$ cat src/rtl/pps_pkg.sv
package pps_pkg;
  typedef enum logic [1:0] {
    PH_IDLE = 2'd0,
    PH_ACQ  = 2'd1,
    PH_CONV = 2'd2,
    PH_READ = 2'd3
  } pps_phase_e;

  function automatic int max3(input int a, input int b, input int c);
    int m;
    m = (a > b) ? a : b;
    return (m > c) ? m : c;
  endfunction
endpackage

$ cat src/rtl/pps_phase_ctl.sv
module pps_phase_ctl
  import pps_pkg::*;
#(
  parameter int ACQ_CYC  = 1000,
  parameter int CONV_CYC = 500,
  parameter int READ_CYC = 500,
  parameter int REC_CYC  = 1,
  parameter int CW       = 10
) (
  input  logic       clk_i,
  input  logic       rst_i,
  input  logic       start_i,
  input  logic       all_ok_i,
  output pps_phase_e ph_q_o,
  output logic       clr_o,
  output logic       smp_o,
  output logic       pwr_nxt_o,
  output logic       gate_nxt_o,
  output logic       tmo_q_o
);
  pps_phase_e ph_q, ph_nxt;
  logic [CW-1:0] cnt_q, cnt_nxt;
  logic tmo_q, tmo_nxt;

  always_comb begin
    ph_nxt  = ph_q;
    cnt_nxt = cnt_q + 1'b1;
    tmo_nxt = tmo_q;
    clr_o   = 1'b0;
    smp_o   = 1'b0;
    unique case (ph_q)
      PH_IDLE: begin
        cnt_nxt = '0;
        if (start_i) begin
          ph_nxt  = PH_ACQ;
          clr_o   = 1'b1;
          tmo_nxt = 1'b0;
        end
      end
      PH_ACQ: begin
        if (cnt_q == CW'(ACQ_CYC - 1)) begin
          smp_o   = 1'b1;
          ph_nxt  = PH_CONV;
          cnt_nxt = '0;
        end
      end
      PH_CONV: begin
        if (cnt_q == CW'(CONV_CYC - 1)) begin
          cnt_nxt = '0;
          if (all_ok_i) begin
            ph_nxt = PH_READ;
          end else begin
            ph_nxt  = PH_IDLE;
            tmo_nxt = 1'b1;
          end
        end
      end
      default: begin
        if (cnt_q == CW'(READ_CYC - 1)) begin
          ph_nxt  = PH_IDLE;
          cnt_nxt = '0;
        end
      end
    endcase
  end

  assign pwr_nxt_o  = (ph_nxt == PH_CONV) || (ph_nxt == PH_READ);
  assign gate_nxt_o = (ph_nxt == PH_CONV) && (cnt_nxt >= CW'(REC_CYC));

  always_ff @(posedge clk_i) begin
    if (rst_i) begin
      ph_q  <= PH_IDLE;
      cnt_q <= '0;
      tmo_q <= 1'b0;
    end else begin
      ph_q  <= ph_nxt;
      cnt_q <= cnt_nxt;
      tmo_q <= tmo_nxt;
    end
  end

  assign ph_q_o  = ph_q;
  assign tmo_q_o = tmo_q;
endmodule

$ cat src/rtl/pps_chan.sv
module pps_chan (
  input  logic clk_i,
  input  logic rst_i,
  input  logic clr_i,
  input  logic smp_i,
  input  logic in_conv_i,
  input  logic pwr_nxt_i,
  input  logic gate_nxt_i,
  input  logic trig_i,
  input  logic done_i,
  output logic ok_o,
  output logic bias_o,
  output logic go_o
);
  logic trig_q, trig_nxt;
  logic done_q, done_nxt;
  logic bias_q, go_q;

  always_comb begin
    trig_nxt = clr_i ? 1'b0 : (smp_i ? trig_i : trig_q);
    done_nxt = clr_i ? 1'b0 : ((in_conv_i && go_q && done_i) ? 1'b1 : done_q);
  end

  assign ok_o = ~trig_q | done_nxt;

  always_ff @(posedge clk_i) begin
    if (rst_i) begin
      trig_q <= 1'b0;
      done_q <= 1'b0;
      bias_q <= 1'b0;
      go_q   <= 1'b0;
    end else begin
      trig_q <= trig_nxt;
      done_q <= done_nxt;
      bias_q <= pwr_nxt_i & trig_nxt;
      go_q   <= gate_nxt_i & trig_nxt & ~done_nxt;
    end
  end

  assign bias_o = bias_q;
  assign go_o   = go_q;
endmodule

$ cat src/rtl/pulsed_bias_seq.sv
module pulsed_bias_seq
  import pps_pkg::*;
#(
  parameter int NCH      = 4,
  parameter int ACQ_CYC  = 1000,
  parameter int CONV_CYC = 500,
  parameter int READ_CYC = 500,
  parameter int REC_CYC  = 1
) (
  input  logic           clk_i,
  input  logic           rst_i,
  input  logic           cycle_start_i,
  input  logic [NCH-1:0] trig_i,
  input  logic [NCH-1:0] conv_done_i,
  output logic [NCH-1:0] bias_en_o,
  output logic [NCH-1:0] conv_go_o,
  output logic [1:0]     phase_o,
  output logic           timeout_o
);
  localparam int MAXC = max3(ACQ_CYC, CONV_CYC, READ_CYC);
  localparam int CW   = $clog2(MAXC + 1);

  pps_phase_e ph_q;
  logic clr, smp, pwr_nxt, gate_nxt, tmo_q;
  logic [NCH-1:0] ok_vec;

  pps_phase_ctl #(
    .ACQ_CYC (ACQ_CYC),
    .CONV_CYC(CONV_CYC),
    .READ_CYC(READ_CYC),
    .REC_CYC (REC_CYC),
    .CW      (CW)
  ) ctl_i (
    .clk_i     (clk_i),
    .rst_i     (rst_i),
    .start_i   (cycle_start_i),
    .all_ok_i  (&ok_vec),
    .ph_q_o    (ph_q),
    .clr_o     (clr),
    .smp_o     (smp),
    .pwr_nxt_o (pwr_nxt),
    .gate_nxt_o(gate_nxt),
    .tmo_q_o   (tmo_q)
  );

  for (genvar c = 0; c < NCH; c++) begin : g_ch
    pps_chan ch_i (
      .clk_i     (clk_i),
      .rst_i     (rst_i),
      .clr_i     (clr),
      .smp_i     (smp),
      .in_conv_i (ph_q == PH_CONV),
      .pwr_nxt_i (pwr_nxt),
      .gate_nxt_i(gate_nxt),
      .trig_i    (trig_i[c]),
      .done_i    (conv_done_i[c]),
      .ok_o      (ok_vec[c]),
      .bias_o    (bias_en_o[c]),
      .go_o      (conv_go_o[c])
    );
  end

  assign phase_o   = ph_q;
  assign timeout_o = tmo_q;
endmodule

$ cat config.mk
export PLATFORM = sky130hd
export DESIGN_NAME = pulsed_bias_seq
export DESIGN_NICKNAME = d
export VERILOG_FILES = /design/src/rtl/pps_pkg.sv /design/src/rtl/pps_phase_ctl.sv /design/src/rtl/pps_chan.sv /design/src/rtl/pulsed_bias_seq.sv
export SDC_FILE = /design/constraint.sdc
export NUM_CORES = 1
export LEC_CHECK = 0
export BUFFER_PORTS_ARGS = -buffer_cell sky130_fd_sc_hd__buf_2
export CORE_ASPECT_RATIO = 0.7
export CORE_MARGIN = 5
export CORE_UTILIZATION = 30
export DETAILED_ROUTE_END_ITERATION = 10
export MAX_ROUTING_LAYER = met4
export SYNTH_ARGS = -nofsm -noshare
export SYNTH_HDL_FRONTEND = slang
export SYNTH_SLANG_ARGS = --single-unit
$ cat constraint.sdc
create_clock -name clk_i -period 2.7 [get_ports clk_i]
set_input_delay 0.135 -clock clk_i [delete_from_list [all_inputs] [get_ports clk_i]]
set_output_delay 0.135 -clock clk_i [all_outputs]
set_load 0.05 [all_outputs]
==> flow_summary.ini, run 1 <==
[cells_and_area]
seqCellArea_um2 = 580.6
multiInputGateArea_um2 = 700.7
fill_cells = 499
drive_above_1_share_pct = 21.02
final_area_mm2 = 0.001604
antenna_cells = 0
syn_to_final_growth_pct = 9.106
final_nets = 187
fin_cells = 245

[worst_hold_path]
min_path_type = in -> reg
whs_path_depth = 3
hp-start = trig_i[1]
whs_endpoint = g_ch[1].ch_i.trig_q

[synth]
synth_largest_area_cell = dfxtp_1
syn_area_mm2 = 0.001470
synthCells = 163
synth_area_leaders = dfxtp_1 (39%), nor2_1 (7.1%), buf_4 (5.1%), xnor2_1 (4.8%), clkbuf_8 (4.7%)
async_reset_ff_share_pct = 0
yosys.cell_count.top_type = dfxtp_1
ys_seq_area_share_pct = 39.49
synth_cell_types = 40
ys_warn_count = 0
synth_top_area_share_pct = 39.49
syn_nets = 175
syn-mean-instance-area_um2 = 9.019
synth-main-ff-cell = dfxtp_1
ys_ff_latch = 29
synth_edf_count = 0
synth_commonest_cells = dfxtp_1 (29), nor2_1 (28), nand2_1 (11), buf_4 (10), xnor2_1 (8)

[pwr]
p_per_area_mw_per_mm2 = 535.2
power_uw = 858.4
leakage_uw = 0.0005485
peakVddDrop_mv = 0.1670

[clock_network]
cts_tree = done
cts_root_buffer = clkbuf_8
cts_sinks = 29
cts.clk_slew.worst_paths_ns = 0.06
cts_made_buffers = 5
clk_path_buf_depth = 2
clkLatencyLatePin_ns = 0.28
cts-resized-gates = 0
h-tree-depth = 2
hold_buffers = 0
post_cts_buffers = 0

[place]
portBuffers = 21
dp_cells = 237
place_area_mm2 = 0.001503
gp_congestion = 0.8180
dpl.hpwl_mm = 2.299

[critical_path]
cp-end-kind = flop
cp.arrival_ns = 2.41
rrSetupSlack_ns = 0.44
ff2ff_path_depth = 6
criticalPathCategory = reg -> reg
r2r_start = ctl_i.cnt_q[0]
cp_max_fo = 6
cp-start-kind = flop
r2r-end = g_ch[2].ch_i.go_o
crit_required_ns = 2.85

[floorplanning]
ios = 22
die-area_mm2 = 0.006423
dieWidth_um = 93.67
row_count = 21
initial_core_util_pct = 30.91
core_region_area_mm2 = 0.004756
die_y_um = 68.57

[timing]
worst_slew_margin_rel_pct = 67.60
max_slew.worst_pin.slew_ns = 0.4850
fin_hold_ws_ns = 0.1329
max_freq_mhz = 442.9
skew_ns = 0.002856
rsz0062_at_grt = no
layout_min_cycle_time_ns = 2.258
fin_crit_sh_pct = 83.62
drv_slew = 0
setup_violations = 0
hold_viol = 0
setup_tns_ns = 0

[outcome]
status = completed

[detailed_routing]
wl_per_cell_um = 12.44
vias = 1133
drtAntennaViolNets = 0
dr.pass1.iters = 4
drtIter0Drc = 73
routed_via_density = 4.624
drcViolationCount = 0
wirelength_mm = 3.048

[global_routing]
grt_use_total_pct = 11.02
grt_overflow = 0
grt_pass1_wl_mm = 5.016
grt_max_degree = 13
antenna_found_initial = 0
grt_pass1_vias = 1017

[flow_run]
maxCapViolations = 0
worst max path at each step:
stage / slack [ns] / to / depth (start not counted) / start
after CTS: 0.47 / g_ch[2].ch_i.go_o / 6 / ctl_i.cnt_q[0]
after global placement: 0.47 / g_ch[2].ch_i.go_o / 6 / ctl_i.cnt_q[0]
final: 0.44 / g_ch[2].ch_i.go_o / 6 / ctl_i.cnt_q[0]
after floorplan: 0.87 / g_ch[1].ch_i.go_o / 6 / ctl_i.cnt_q[0]
after detailed placement: 0.50 / g_ch[2].ch_i.go_o / 6 / ctl_i.cnt_q[0]
after global routing: 0.30 / g_ch[3].ch_i.go_o / 6 / ctl_i.cnt_q[0]
layer usage:
layer | global-route usage [%] | vias up | part of all wire (%)
met4 | 8.108 | 0 | 3.0
met2 | 12.91 | 39 | 36
li1 | - | 572 | -
met1 | 15.25 | 512 | 54
met3 | 3.471 | 10 | 6.8
met5 | - | - | 0
cells in the final DEF, fill, tap and decap left out, types with 2 or more instances in the layout:
master	netlist	final
mux2i_1	4	4
inv_1	6	6
nor4_2	2	2
nor2_1	28	28
xnor2_1	8	8
nand3b_1	3	3
nand2b_1	2	2
nand2_1	11	11
xor2_1	3	3
and3_1	2	2
buf_2	0	21
dfxtp_1	29	29
nand3_1	4	4
nor3_1	5	5
o21bai_1	3	3
a21oi_1	4	4
a31oi_1	4	4
nor2b_1	2	2
nor4_1	6	6
o21ai_0	2	2
clkbuf_8	5	7
where the power goes:
| part | total, uW | leakage (uW) | internal, uW | switching [uW] |
|---|---|---|---|---|
| Sequential | 435 | 0.000234 | 430 | 4.86 |
| Clock | 391 | 0.0000542 | 230 | 162 |
| Combinational | 32.0 | 0.000260 | 12.8 | 19.2 |
cell type report:
type	count	share of cell area [%]
clock inverters	1	0.3120
flip-flops and latches	29	36.19
multi-input cells	111	43.68
inverters	6	1.404
well taps	69	5.382
repair buffers	22	7.020
clock buffers	7	6.006
sequential cells by signal (all words and copies together), names as in the netlist:
register,flops
g_ch.ch_i.bias_o,4
ctl_i.tmo_q_o,1
ctl_i.cnt_q,10
g_ch.ch_i.done_q,4
g_ch.ch_i.go_o,4
ctl_i.ph_q_o,2
g_ch.ch_i.trig_q,4
cell families after synthesis:
logic type      share of synthesized area (%)
compound gates                          10.64
xor+xnor                                6.554
fa+ha+maj                              0.8509
buf+inv                                 12.85
flops                                   39.49
mux                                     2.724
simple gates                            26.89
metrics by stage:
step                util, %  setup WS [ns]
floorplan                 -         0.8701
global placement      31.60         0.4726
detailed placement    31.60         0.5050
CTS                   33.73         0.4742
global route          33.73         0.2995
finish                33.73         0.4422
worst max-delay path: stages (launching register included):
cell     delay (ns)
dfxtp_1        0.39
ha_1           0.30
nand3_1        0.17
o31a_1         0.34
nor4_1         0.37
nor4b_4        0.43
nor4_1         0.13
Note: power is estimated with default switching activity, not from simulation.
==> run 2: changes to the inputs <==
- clock period: 2.7 -> 1.9 ns (I/O delays scaled with it)
==> flow_summary.ini, run 2 (synthesized netlist as in run 1, its figures left out) <==
[outcome]
status = completed

[timing]
max_freq_mhz = 550.0
hold_viol = 0
fin_crit_sh_pct = 95.69
setup_slack_ns = 0.08185
setup_tns_ns = 0
fin_hold_ws_ns = 0.09709
drv_slew = 0
worst_slew_margin_rel_pct = 74.52
skew_ns = 0.004731
setup_violations = 0
layout_min_cycle_time_ns = 1.818
rsz0062_at_grt = no
max_slew.worst_pin.slew_ns = 0.3804

[clock_network]
cts_tree = done
hold_buffers = 0
cts_made_buffers = 5
cts_root_buffer = clkbuf_8
cts_sinks = 29
h-tree-depth = 2
clkLatencyLatePin_ns = 0.28
post_cts_buffers = 0
cts.clk_slew.worst_paths_ns = 0.06
clk_path_buf_depth = 2

[cells_and_area]
top_register = ctl_i.cnt_q
final_area_mm2 = 0.001777
final_cell_mix = nor2_1 (28), dfxtp_1 (25), buf_2 (21), buf_4 (21), nand2_1 (11)
syn_to_final_growth_pct = 20.85
fill_cells = 480
drive_above_1_share_pct = 33.67
final_nets = 207
largest_reg_flops = 10
antenna_cells = 0
fin_cells = 265
layout_commonest_cell = nor2_1

[floorplanning]
ios = 22
dieWidth_um = 93.67
initial_core_util_pct = 30.91
core_region_area_mm2 = 0.004756
die-area_mm2 = 0.006423
row_count = 21
die_y_um = 68.57

[critical_path]
r2r-end = g_ch[0].ch_i.go_o
crit_end = g_ch[0].ch_i.go_o
cp.arrival_ns = 2.00
cp-start-kind = flop
critPathMostFrequentCell = buf_4
r2r_start = ctl_i.cnt_q[0]
cp_max_fo = 4
cp_slowest_stage_delay_ns = 0.35
cp_slowest_cell = dfxtp_2
criticalPathCategory = reg -> reg
startpoint = ctl_i.cnt_q[0]
crit_chain = buf_4, nand4_1, buf_4, o21a_1, a31oi_1, nor4b_4, nor4_2
crit_required_ns = 2.09
ff2ff_path_depth = 7
cp-end-kind = flop
rrSetupSlack_ns = 0.08

[place]
portBuffers = 21
gp_congestion = 0.8598
dpl.hpwl_mm = 2.559
dp_cells = 257
pre_cts_ws_ns = -0.1066
place_area_mm2 = 0.001653

[worst_hold_path]
min_path_type = in -> reg

[detailed_routing]
wl_met1_mm = 1.768
drtIter0Drc = 126
wirelength_mm = 3.432
wl_met3_um = 278
vias = 1216
drcViolationCount = 0
dr.pass1.iters = 4
drtAntennaViolNets = 0
routed_via_density = 4.589
wl_per_cell_um = 12.95
wl_met2_mm = 1.319
highest-signal-layer = met4

[pwr]
peakVddDrop_mv = 0.2109
leakage_uw = 0.0006401
p_per_area_mw_per_mm2 = 655.3

[global_routing]
grt_pass1_vias = 1153
grt_use_total_pct = 12.41
grt_overflow = 0
grt_max_degree = 11
antenna_found_initial = 0
grt_pass1_wl_mm = 5.692

[flow_run]
maxCapViolations = 0
==> run 2: where the power goes <==
part | switching [uW] | total [uW] | internal, uW
registers | 3.37 | 615 | 612
logic | 35.3 | 65.8 | 30.6
clock network | 230 | 483 | 253
total | 269 | 1160 | 895
==> run 2: per-layer routing <==
layer | global-route usage [%] | vias to the layer above
li1 | - | 618
met1 | 17.01 | 548
met2 | 16.65 | 43
met3 | 2.928 | 7
met4 | 7.027 | 0
met5 | - | -
==> run 2: repair_timing <==
item | in CTS | in global routing
resized for setup | 6 | 5
cloned | 0 | 0
pin swaps | 0 | 4
setup endpoints to repair | 6 | 12
==> run 2: worst min path at each step <==
stage,startpoint,slack [ns],cells past startpoint,end
after global placement,trig_i[2],0.39,3,g_ch[2].ch_i.trig_q
after floorplan,rst_i,0.16,1,ctl_i.tmo_q_o
after global routing,rst_i,0.12,2,g_ch[3].ch_i.done_q
final,trig_i[3],0.1,3,g_ch[3].ch_i.trig_q
after detailed placement,trig_i[1],0.39,3,g_ch[1].ch_i.bias_o
after CTS,rst_i,0.09,2,ctl_i.tmo_q_o
==> run 2: layout make-up <==
class | instances | area (um^2) | area share, %
sequential | 29 | 585.6 | 32.96
clock inverter | 2 | 10.01 | 0.5634
multi-input combinational | 111 | 737.0 | 41.48
clock buffer | 6 | 72.57 | 4.085
timing repair buffer | 42 | 262.8 | 14.79
tap | 69 | 86.33 | 4.859
inverter | 6 | 22.52 | 1.268
==> run 2: critical path: cells and delay by family, from the launching register on <==
| family | cells | cell delay (ns) |
|---|---|---|
| and+or+nand+nor | 3 | 0.56 |
| buffers and inverters | 2 | 0.30 |
| AOI/OAI and AO/OA | 2 | 0.51 |
| DFF | 1 | 0.35 |
==> run 2: through the flow <==
step,total power (uW),utilization (%)
global route,1212,37.36
floorplan,660.1,-
global placement,690.7,34.75
detailed placement,690.0,34.75
CTS,1176,37.12
finish,1164,37.36
